--- config.mk ---
export PLATFORM = sky130hd
export DESIGN_NAME = wave_gen_top
export DESIGN_NICKNAME = d
export VERILOG_FILES = /design/src/rtl/wave_gen_pkg.sv /design/src/rtl/wave_gen_ctrl.sv /design/src/rtl/wave_gen_shaper.sv /design/src/rtl/wave_gen_datapath.sv /design/src/rtl/wave_gen_top.sv
export SDC_FILE = /design/constraint.sdc
export NUM_CORES = 1
export LEC_CHECK = 0
export BUFFER_PORTS_ARGS = -buffer_cell sky130_fd_sc_hd__buf_2
export CAP_MARGIN = 20
export CELL_PAD_IN_SITES_DETAIL_PLACEMENT = 1
export CELL_PAD_IN_SITES_GLOBAL_PLACEMENT = 2
export CORE_MARGIN = 10
export CORE_UTILIZATION = 37
export CTS_CLUSTER_SIZE = 10
export DETAILED_ROUTE_END_ITERATION = 8
export PLACE_DENSITY_LB_ADDON = 0.1
export SKIP_CTS_REPAIR_TIMING = 1
export SLEW_MARGIN = 20
export SYNTH_ARGS = -nofsm -noshare
export SYNTH_HDL_FRONTEND = slang
export SYNTH_SLANG_ARGS = --single-unit
--- constraint.sdc ---
create_clock -name clk -period 4.1 [get_ports clk]
set_input_delay 1.025 -clock clk [delete_from_list [all_inputs] [get_ports clk]]
set_output_delay 1.025 -clock clk [all_outputs]
set_load 0.01 [all_outputs]
--- src/rtl/wave_gen_pkg.sv ---
package wave_gen_pkg;

  typedef enum logic [1:0] {
    SHAPE_SINE   = 2'd0,
    SHAPE_SAW    = 2'd1,
    SHAPE_TRI    = 2'd2,
    SHAPE_SQUARE = 2'd3
  } shape_e;

  // strobes from control to datapath
  typedef struct packed {
    logic   clearPhase;
    logic   advance;
    shape_e shape;
  } ctrl_s;

endpackage

--- src/rtl/wave_gen_ctrl.sv ---
module wave_gen_ctrl
  import wave_gen_pkg::*;
(
  input  logic   clk,
  input  logic   rstN,
  input  logic   enIn,
  input  shape_e selIn,
  output ctrl_s  ctrlOut
);

  shape_e lastSel;
  logic   selChange;

  always_ff @(posedge clk or negedge rstN) begin
    if (!rstN) lastSel <= SHAPE_SINE;
    else       lastSel <= selIn;
  end

  always_comb begin
    selChange          = (selIn != lastSel);
    ctrlOut.clearPhase = selChange;
    ctrlOut.advance    = enIn && !selChange;
    ctrlOut.shape      = selIn;
  end

endmodule

--- src/rtl/wave_gen_shaper.sv ---
module wave_gen_shaper
  import wave_gen_pkg::*;
#(
  parameter int SAMPLE_W  = 16,
  parameter int LUT_ABITS = 8
) (
  input  logic [SAMPLE_W-1:0] phaseIn,
  input  shape_e              shapeIn,
  output logic [SAMPLE_W-1:0] sampleOut
);

  localparam int  W         = SAMPLE_W;
  localparam int  LUT_DEPTH = 1 << LUT_ABITS;
  localparam int  AMP       = (1 << (W - 1)) - 1;
  localparam real PI_R      = 3.141592653589793;

  function automatic int sineEntry(input int k);
    real ang;
    ang = PI_R * (real'(k) + 0.5) / real'(2 * LUT_DEPTH);
    return $rtoi(real'(AMP) * $sin(ang) + 0.5);
  endfunction

  logic [W-2:0] sineRom [LUT_DEPTH];

  for (genvar k = 0; k < LUT_DEPTH; k++) begin : g_rom
    localparam int ENTRY = sineEntry(k);
    assign sineRom[k] = ENTRY[W-2:0];
  end

  logic [LUT_ABITS-1:0] lutIdx;
  logic [W-2:0]         sineMag;
  logic [W-1:0]         sineVal;
  logic [W-1:0]         sawVal;
  logic [W-1:0]         sqVal;
  logic [W-1:0]         triFold;
  logic [W:0]           triDbl;
  logic [W-1:0]         triOff;
  logic [W-1:0]         triVal;

  always_comb begin
    // sine: quarter table, mirrored by bit W-2, sign from bit W-1
    lutIdx  = phaseIn[W-3 -: LUT_ABITS];
    if (phaseIn[W-2]) lutIdx = ~lutIdx;
    sineMag = sineRom[lutIdx];
    sineVal = phaseIn[W-1] ? (W'(0) - {1'b0, sineMag}) : {1'b0, sineMag};

    // sawtooth: offset binary to two's complement
    sawVal  = {~phaseIn[W-1], phaseIn[W-2:0]};

    // square
    sqVal   = phaseIn[W-1] ? {1'b1, {(W-1){1'b0}}} : {1'b0, {(W-1){1'b1}}};

    // triangle: fold, double, saturate the single top value
    triFold = phaseIn[W-1] ? (W'(0) - phaseIn) : phaseIn;
    triDbl  = {triFold, 1'b0};
    triOff  = triDbl[W] ? {W{1'b1}} : triDbl[W-1:0];
    triVal  = {~triOff[W-1], triOff[W-2:0]};

    unique case (shapeIn)
      SHAPE_SINE:   sampleOut = sineVal;
      SHAPE_SAW:    sampleOut = sawVal;
      SHAPE_TRI:    sampleOut = triVal;
      SHAPE_SQUARE: sampleOut = sqVal;
      default:      sampleOut = '0;
    endcase
  end

endmodule

--- src/rtl/wave_gen_datapath.sv ---
module wave_gen_datapath
  import wave_gen_pkg::*;
#(
  parameter int SAMPLE_W   = 16,
  parameter int LUT_ABITS  = 8,
  parameter int PHASE_STEP = 1024
) (
  input  logic                clk,
  input  logic                rstN,
  input  ctrl_s               ctrlIn,
  output logic [SAMPLE_W-1:0] sampleOut,
  output logic                validOut
);

  localparam int W = SAMPLE_W;
  localparam logic [W-1:0] STEP_V = PHASE_STEP[W-1:0];

  logic [W-1:0] phaseQ;
  logic [W-1:0] shaped;

  wave_gen_shaper #(
    .SAMPLE_W (SAMPLE_W),
    .LUT_ABITS(LUT_ABITS)
  ) shaper_i (
    .phaseIn  (phaseQ),
    .shapeIn  (ctrlIn.shape),
    .sampleOut(shaped)
  );

  always_ff @(posedge clk or negedge rstN) begin
    if (!rstN) begin
      phaseQ    <= '0;
      sampleOut <= '0;
      validOut  <= 1'b0;
    end else if (ctrlIn.clearPhase) begin
      phaseQ    <= '0;
      validOut  <= 1'b0;
    end else if (ctrlIn.advance) begin
      phaseQ    <= phaseQ + STEP_V;
      sampleOut <= shaped;
      validOut  <= 1'b1;
    end else begin
      validOut  <= 1'b0;
    end
  end

endmodule

--- src/rtl/wave_gen_top.sv ---
module wave_gen_top
  import wave_gen_pkg::*;
#(
  parameter int SAMPLE_W   = 16,
  parameter int LUT_ABITS  = 8,
  parameter int PHASE_STEP = 1024
) (
  input  logic                clk,
  input  logic                rstN,
  input  logic                enIn,
  input  logic [1:0]          selIn,
  output logic [SAMPLE_W-1:0] sampleOut,
  output logic                validOut
);

  ctrl_s ctrlBus;

  wave_gen_ctrl ctrl_i (
    .clk    (clk),
    .rstN   (rstN),
    .enIn   (enIn),
    .selIn  (shape_e'(selIn)),
    .ctrlOut(ctrlBus)
  );

  wave_gen_datapath #(
    .SAMPLE_W  (SAMPLE_W),
    .LUT_ABITS (LUT_ABITS),
    .PHASE_STEP(PHASE_STEP)
  ) dp_i (
    .clk      (clk),
    .rstN     (rstN),
    .ctrlIn   (ctrlBus),
    .sampleOut(sampleOut),
    .validOut (validOut)
  );

endmodule

# Yosys cells after proc, flatten, opt, wreduce, memory -nomap -nowiden
# Memories as Yosys holds them, arrays and structs flattened.
# Index checks and enable logic that the tools add are counted.
dict set report totals {
  ff_bits 35
  rom_bits 3840
  inputBits 5
  out_inout_bits 17
  elab_cells 35
  n_memories 1
}
dict set report classes {
  addsub 3
  n_lt_le_gt_ge 1
  eq_ne 4
  mux 12
  bitwise 5
  reduce_logical 5
}
# name words word_bits rd rd_ports_with_merged_regs write_ports line_no
set mem_list {}
lappend mem_list {{(name not given)} 256 15 1 0 0 wave_gen_shaper.sv:44} ;# sineMag = sineRom[lutIdx];
# op count
set ops {}
lappend ops {{$mux W16} 6}
lappend ops {{$pmux W16 S4} 1}
lappend ops {{$mux W15} 2}
lappend ops {{$add A16 B11 Y16 const B} 1}
lappend ops {{$sub A1 B15 Y16 const A} 1}
lappend ops {{$sub A1 B16 Y16 const A} 1}
lappend ops {{$ge A9 B9 Y1 const B} 1}
lappend ops {{$not A8 Y9} 1}
lappend ops {{$mux W8} 1}
lappend ops {{$not A8 Y8} 1}
lappend ops {{$eq A2 B2 Y1 const B} 2}
lappend ops {{$not A1 Y1} 3}
lappend ops {{$eq A2 B1 Y1 const B} 1}
lappend ops {{$logic_not A2 Y1} 1}
lappend ops {{$mux W1} 2}
lappend ops {{$ne A2 B2 Y1} 1}
lappend ops {{$reduce_and A2 Y1} 1}
lappend ops {{$reduce_bool A2 Y1} 1}
lappend ops {{$logic_and A1 B1 Y1} 1}
lappend ops {{$logic_not A1 Y1} 1}

# Depth between registers and ports, before layout
# Gate-level depths: netlist of run 1.
dict set report depth {
  ltp_word 9
  mapped_depth 14
  ltp_nobuf 12
}

# By module
# A second synthesis of run 1 with hierarchy kept.
dict set report unflattened {
  cells_unflattened 1468
  hier_area_um2 9771.9
}
# module n_inst cells_each area_per_inst_um2 seq_area_each_um2
set by_module_without_submodules {}
lappend by_module_without_submodules {wave_gen_shaper 1 1397 8709.6 0.0}
lappend by_module_without_submodules {wave_gen_datapath 1 62 962.2 575.6}
lappend by_module_without_submodules {wave_gen_ctrl 1 9 100.1 50.0}

# Worst setup path before layout of run 1
# No wires, ideal clock.
dict set report synth_timing {
  kind {register to register}
  start {register dp_i.phaseQ[14]}
  end {register dp_i.sampleOut[8]}
  setup_ns 0.074
  arrival_ns 3.408
  required_time_ns 4.026
  setup_slack_ns 0.618
  stages_incl_launch_ff 14
  n_path_buf 5
  synth_period_minus_slack_ns 3.482
  path_cell_list {dfrtp_1 buf_6 inv_1 ha_1 buf_2 buf_2 buf_1 buf_2 mux2i_1 ha_1 nand3_1 or4_4 mux2_4 o21ai_2}
}
dict set report synth_between {
  elab_chain_cells 8
  elab_cells_between_ends 11
  cone_classes {add/sub (2); mux (7); bitwise (1); memory (1)}
}
# element line_no
set synth_rtl {}
lappend synth_rtl {{from (decl)} wave_gen_datapath.sv:18} ;# logic [W-1:0] phaseQ;
lappend synth_rtl {{from (signal assigned)} wave_gen_datapath.sv:39} ;# phaseQ <= phaseQ + STEP_V;
lappend synth_rtl {{$mux W8} wave_gen_shaper.sv:43} ;# if (phaseIn[W-2]) lutIdx = ~lutIdx;
lappend synth_rtl {{$not A8 Y9 (implied by the code)} wave_gen_shaper.sv:44}
lappend synth_rtl {{$mem_v2 Z256 W15} --}
lappend synth_rtl {{$mux W15 (implied by the code) (2 in a row)} wave_gen_shaper.sv:44}
lappend synth_rtl {{$sub A1 B15 Y16} wave_gen_shaper.sv:45} ;# sineVal = phaseIn[W-1] ? (W'(0) - {1'b0, sineMag}) : {1'b0, sineMag};
lappend synth_rtl {{$mux W16} wave_gen_shaper.sv:45}
lappend synth_rtl {{$pmux W16 S4 *} wave_gen_shaper.sv:59} ;# unique case (shapeIn)
lappend synth_rtl {{to (signal assigned)} wave_gen_datapath.sv:40} ;# sampleOut <= shaped;
lappend synth_rtl {{to (decl)} wave_gen_datapath.sv:11} ;# output logic [SAMPLE_W-1:0] sampleOut,
# Mark *: on every way between the ends. The rest lies on a longest branch, timed or not. The select of a mux whose other input is x is not followed.
# A chain may end at the register's enable or synchronous reset.

# Worst setup path in the final report of run 1
dict set report layout_timing {
  start {register dp_i.phaseQ[11]}
  end {register dp_i.sampleOut[8]}
}
dict set report layout_between {
  elab_chain_cells 9
  elab_cells_between_ends 12
  cone_classes {add/sub (2); mux (7); bitwise (2); memory (1)}
}
# element line_no
set layout_rtl {}
lappend layout_rtl {{$not A8 Y8} wave_gen_shaper.sv:43}
lappend layout_rtl {{$mux W8} wave_gen_shaper.sv:43}
lappend layout_rtl {{$not A8 Y9 (implied by the code)} wave_gen_shaper.sv:44}
lappend layout_rtl {{$mem_v2 Z256 W15} --}
lappend layout_rtl {{$mux W15 (implied by the code) (2 in a row)} wave_gen_shaper.sv:44}
lappend layout_rtl {{$sub A1 B15 Y16} wave_gen_shaper.sv:45}
lappend layout_rtl {{$mux W16} wave_gen_shaper.sv:45}
lappend layout_rtl {{$pmux W16 S4 *} wave_gen_shaper.sv:59}
# Marked as above.

==> metrics.csv, run 1 <==
metric;value;unit
status;complete, no violations;
GRT met3 Usage;0.0147;
minimum clock period;3.66;ns
top_reg_cell synth;dfrtp_1;
synthesized flop and latch total;25;
Vias;2407;
Fmax achieved;273;MHz
IO Pins;22;
area grow syn2layout;7.72;%
largest net degree at the start of global routing;28;
Clock Sinks;25;
antenna viol nets, final;0;
hpwl dp;6000;µm
CTS clk-pin slew, worst paths;0.10;ns
Max Cap Viol;0;
hold_sp;dp_i.sampleOut[1]$_DFFE_PN0P_;
Final Hold Vio Count;0;
max_slew headroom;0.372;
post-synthesis sequential area ratio;0.236;
Initial Util;0.387;
count of input and output buffers;21;
crit share post-route;0.892;
total track usage;0.141;
Non-Filler Instances;434;
aggregate routed wire length;7920;µm
CTS HTree Levels;1;
Critical Path End Type;flop;
via/cell ratio;5.55;
cell area after synthesis;2660;µm²
setup violators final;0;
Pleak;1.17;nW
Worst R2R End;dp_i.sampleOut[8]$_DFFE_PN0P_;
drt initial violations;87;
Die Ht;105;µm
power per standard cell area;252;nW/µm²
HP Class;flop to flop;
via count of the first global-routing pass;2384;
leading cell type in the layout, fill and taps excluded;nor2_1;
R2R Path Start;dp_i.phaseQ[11]$_DFFE_PN0P_;
crit path DAT;3.87;ns
first-pass GRT wire length;13000;µm
Die Wd;105;µm
syn nets;351;
mean routed wirelength per cell;18.2;µm
met2 Use GR;0.222;
CTS max path bufs;2;
Final Skew;0.00556;ns
ANT cells;0;
CTS root buf;clkbuf_8;
routability cong.;0.874;
RSZ-0062 raised after global routing;no;
setup TNS;0;ns
WP data required;4.31;ns
layout cell share with drive strength beyond 1;0.145;
Final #Nets;362;
cts bufs inserted;3;
GR peak layer;met2;
Reg2Reg Depth;9;
Mapped Avg Cell Area;8.10;µm²
grt total ovfl;0;
antenna violations before repair;0;
Crit Path Max Fanout;27;
Remaining DRCs;0;
Finished Cell Area;2860;µm²
Die Area;11000;µm²
Cells after Synth;328;
Syn. warnings;0;
Critical Path Source Type;flop;
router iterations before antenna repair;4;
Worst-Margin Slew;0.942;ns
placed cell area;2820;µm²
worst vdd ir;0.0775;mV
Post-synth EDFFs;0;
Hold Path End;dp_i.sampleOut[1]$_DFFE_PN0P_;
asr flop ratio synth;1.00;
worst skew pair latency;0.27;ns
reg2reg setup slack;0.44;ns
Overall Power;721;µW
WS Path Type;flop to flop;
GR Util met1;0.199;
core region area;6870;µm²
synth unique cells;65;
Cell Rows;30;
placed insts;430;
worst hold path depth;2;
most frequent cells in the layout;nor2_1, nand2_1, dfrtp_1;
CTS tree;yes;
Slew Viols, Final;0;
## flip-flops by register name, indices dropped and copies added (netlist names)
register        count
dp_i.sampleOut     16
dp_i.phaseQ         6
ctrl_i.lastSel      2
dp_i.validOut       1
## cell usage after synthesis (all sizes together) (3+ instances only)
library cell	instances	area share
and2	3	0.0080
or3	4	0.0094
inv	11	0.016
clkbuf	8	0.011
o311ai	3	0.016
a21boi	3	0.0085
mux2i	14	0.053
buf	15	0.037
mux4	3	0.025
xor2	3	0.017
nor3	6	0.011
nand2b	7	0.016
or2	4	0.0094
o31ai	4	0.011
nor2	45	0.065
nand3b	3	0.0085
ha	16	0.075
nor3b	4	0.011
o22ai	4	0.0094
nand3	7	0.013
dfrtp	25	0.24
xnor2	16	0.056
nand2	34	0.048
o211ai	4	0.011
o21ai	24	0.047
a21oi	22	0.041
## how the worst max path moves through the flow
stage / cells past startpoint / start / slack (ns) / end
after floorplan: 13 / dp_i.phaseQ[14]$_DFFE_PN0P_ / 0.62 / dp_i.sampleOut[8]$_DFFE_PN0P_
after global placement: 10 / dp_i.phaseQ[11]$_DFFE_PN0P_ / 0.64 / dp_i.sampleOut[8]$_DFFE_PN0P_
after detailed placement: 9 / dp_i.phaseQ[11]$_DFFE_PN0P_ / 0.53 / dp_i.sampleOut[8]$_DFFE_PN0P_
after CTS: 9 / dp_i.phaseQ[11]$_DFFE_PN0P_ / 0.49 / dp_i.sampleOut[8]$_DFFE_PN0P_
after global routing: 9 / dp_i.phaseQ[11]$_DFFE_PN0P_ / 0.20 / dp_i.sampleOut[10]$_DFFE_PN0P_
final: 9 / dp_i.phaseQ[11]$_DFFE_PN0P_ / 0.44 / dp_i.sampleOut[8]$_DFFE_PN0P_
## worst max-delay path, cell delays in order (launching register included)
cell and delay, ns:
dfrtp_1 0.47, inv_1 0.15, ha_1 0.94, inv_1 0.36, a21boi_0 0.30, mux4_2 0.36
nand3_1 0.11, or4_4 0.48, mux2_4 0.32, o21ai_2 0.10
## cells by family after synthesis
logic type	share of synthesized area
buf+inv	0.0641
xor+xnor	0.0810
simple gates	0.228
compound gates	0.212
fa+ha+maj	0.0904
mux	0.0881
flops	0.236
## routing by layer
metal / vias to the layer above / share of wire
li1: 1180 / -
met1: 1180 / 0.52
met2: 39 / 0.44
met3: 8 / 0.027
met4: 0 / 0.016
met5: - / 0
## per-stage QoR
stage	setup slack, ns	hold WS, ns	utilization
6_report	0.442	0.496	0.417
5_1_grt	0.199	0.527	0.417
3_5_place_dp	0.526	0.480	0.410
2_1_floorplan	0.618	0.531	-
3_3_place_gp	0.640	0.470	0.410
4_1_cts	0.494	0.503	0.417
## cell type report
cell class              instances  area [µm²]
well taps                      96         120
multi-input cells             269        1860
repair buffers                 29         165
fillers                       886        4010
flip-flops and latches         25         626
clock inverters                 1        5.00
clock buffers                   3        41.3
inverters                      11        41.3
## where the power goes
part           internal (mW)  switching (mW)
Sequential             0.293          0.0253
Combinational          0.102           0.149
Clock                 0.0681          0.0840
Total                  0.463           0.258
No activity file was read; power rests on OpenSTA's default activity.
==> run 2, diff against run 1 <==
--- a/config.mk
+++ b/config.mk
@@ -13,7 +13,7 @@
 export CORE_UTILIZATION = 37
 export CTS_CLUSTER_SIZE = 10
 export DETAILED_ROUTE_END_ITERATION = 8
-export PLACE_DENSITY_LB_ADDON = 0.1
+export PLACE_DENSITY = 0.94
 export SKIP_CTS_REPAIR_TIMING = 1
 export SLEW_MARGIN = 20
 export SYNTH_ARGS = -nofsm -noshare
==> metrics.csv, run 2 (synthesis gave the netlist of run 1 again) <==
metric;value;unit
Sw Share;0.364;
Reg2Reg Depth;10;
CTS root buf;clkbuf_8;
CTS clk-pin slew, worst paths;0.10;ns
RSZ-0062 raised after global routing;no;
leading cell type in the layout, fill and taps excluded;nor2_1;
Max Cap Viol;0;
Slew Viols, Final;0;
worst hold path depth;2;
via count of the first global-routing pass;2470;
Logic pwr share;0.345;
antenna violations before repair;0;
internal power;463;µW
CTS HTree Levels;1;
Non-Filler Instances;431;
core region area;6870;µm²
crit path DAT;3.77;ns
CP Cell Sequence;inv_1 > ha_1 > nand2_1 > mux2_2 > mux2i_1 > ha_1 > nand3_1 > or4_4 > mux2_4 > o21ai_2;
post-route core utilization;0.413;
mean routed wirelength per cell;17.6;µm
Critical-path top delay cell;ha_1;
CTS tree;yes;
router iterations before antenna repair;4;
hold_sp;dp_i.sampleOut[2]$_DFFE_PN0P_;
status;complete, no violations;
power per standard cell area;256;nW/µm²
minimum clock period;3.56;ns
Critical Path Source Type;flop;
max_slew headroom;0.405;
max reg flops;16;
routability cong.;0.928;
most frequent cells in the layout;nor2_1, nand2_1, dfrtp_1;
area grow syn2layout;6.78;%
aggregate routed wire length;7590;µm
grt total ovfl;0;
hold slack;0.498;ns
Worst-Margin Slew;0.892;ns
Initial Util;0.387;
Pleak;1.15;nW
reg2reg setup slack;0.54;ns
antenna viol nets, final;0;
via/cell ratio;5.60;
Seq pwr share;0.438;
layout cell share with drive strength beyond 1;0.134;
Hold Path End;dp_i.sampleOut[2]$_DFFE_PN0P_;
Psw;265;µW
crit share post-route;0.867;
total track usage;0.137;
worst skew pair latency;0.28;ns
drt initial violations;100;
most used cell along the critical path;ha_1;
Remaining DRCs;0;
IO Pins;22;
placed cell area;2790;µm²
Fmax achieved;281;MHz
Die Wd;105;µm
CP max stage delay;0.90;ns
R2R Path Start;dp_i.phaseQ[11]$_DFFE_PN0P_;
Die Area;11000;µm²
count of input and output buffers;21;
Vias;2412;
Most flops, register;dp_i.sampleOut;
HP Class;flop to flop;
Crit Path Max Fanout;27;
Worst Path Buf+Inv;1;
Clock Sinks;25;
placed insts;427;
Critical Path End Type;flop;
Die Ht;105;µm
Worst R2R End;dp_i.sampleOut[8]$_DFFE_PN0P_;
hpwl dp;5690;µm
CP delay by family, top;adder cells;
setup TNS;0;ns
CTS max path bufs;2;
largest net degree at the start of global routing;28;
Final #Nets;359;
Cell Rows;30;
Regs by FF count;dp_i.sampleOut: 16 flops, dp_i.phaseQ: 6 flops, ctrl_i.lastSel: 2 flops;
Finished Cell Area;2840;µm²
WS Path Type;flop to flop;
setup violators final;0;
Final Skew;0.00498;ns
first-pass GRT wire length;12800;µm
ANT cells;0;
Final Hold Vio Count;0;
worst vdd ir;0.0929;mV
WP data required;4.31;ns
cts bufs inserted;3;
clock share of power;0.217;
## run 2: cell count changes in the layout (fill, tap and decap cells not counted)
cell / change
buf_4: -3
nor2_1: +1
nor2_2: -1
## run 2: worst max path at each step
stage / startpoint / slack (ns) / cells after the start / to
floorplan: dp_i.phaseQ[14]$_DFFE_PN0P_ / 0.62 / 13 / dp_i.sampleOut[8]$_DFFE_PN0P_
global placement: dp_i.phaseQ[11]$_DFFE_PN0P_ / 0.69 / 10 / dp_i.sampleOut[8]$_DFFE_PN0P_
detailed placement: dp_i.phaseQ[11]$_DFFE_PN0P_ / 0.58 / 10 / dp_i.sampleOut[8]$_DFFE_PN0P_
CTS: dp_i.phaseQ[11]$_DFFE_PN0P_ / 0.56 / 10 / dp_i.sampleOut[8]$_DFFE_PN0P_
global route: dp_i.phaseQ[11]$_DFFE_PN0P_ / 0.22 / 11 / dp_i.sampleOut[10]$_DFFE_PN0P_
finish: dp_i.phaseQ[11]$_DFFE_PN0P_ / 0.54 / 10 / dp_i.sampleOut[8]$_DFFE_PN0P_
## run 2: routing by layer
metal / track usage / wire, µm / vias to the layer above
met2: 0.228 / 3600 / 38
met3: 0.0154 / 246 / 5
met5: 0 / 0 / -
met1: 0.184 / 3670 / 1196
li1: - / - / 1173
met4: 0.0353 / 82 / 0
## run 2: metrics by stage
stage	total power [mW]	setup slack, ns
floorplan	0.479	0.618
global placement	0.570	0.694
global route	0.781	0.218
detailed placement	0.580	0.580
finish	0.727	0.543
CTS	0.736	0.563
## run 2: power groups by stage
stage | sequential (mW) | combinational (mW) | clock (mW)
2_1_floorplan | 0.347 | 0.132 | 0
3_3_place_gp | 0.322 | 0.248 | 0
3_5_place_dp | 0.324 | 0.256 | 0
4_1_cts | 0.319 | 0.256 | 0.160
5_1_grt | 0.326 | 0.283 | 0.172
6_report | 0.318 | 0.251 | 0.158
## run 2: area by class of cell
cell class                 count  area, µm²
timing repair buffer          26        143
sequential                    25        626
clock inverter                 1       5.00
clock buffer                   3       41.3
tap                           96        120
fill                         869       4030
multi-input combinational    269       1860
inverter                      11       41.3
## run 2: tightest hold or removal path: cells and delay by family (launching register included)
| kind | cells | cell delay (ns) |
|---|---|---|
| flip-flops | 1 | 0.35 |
| AND/OR/NAND/NOR | 2 | 0.12 |
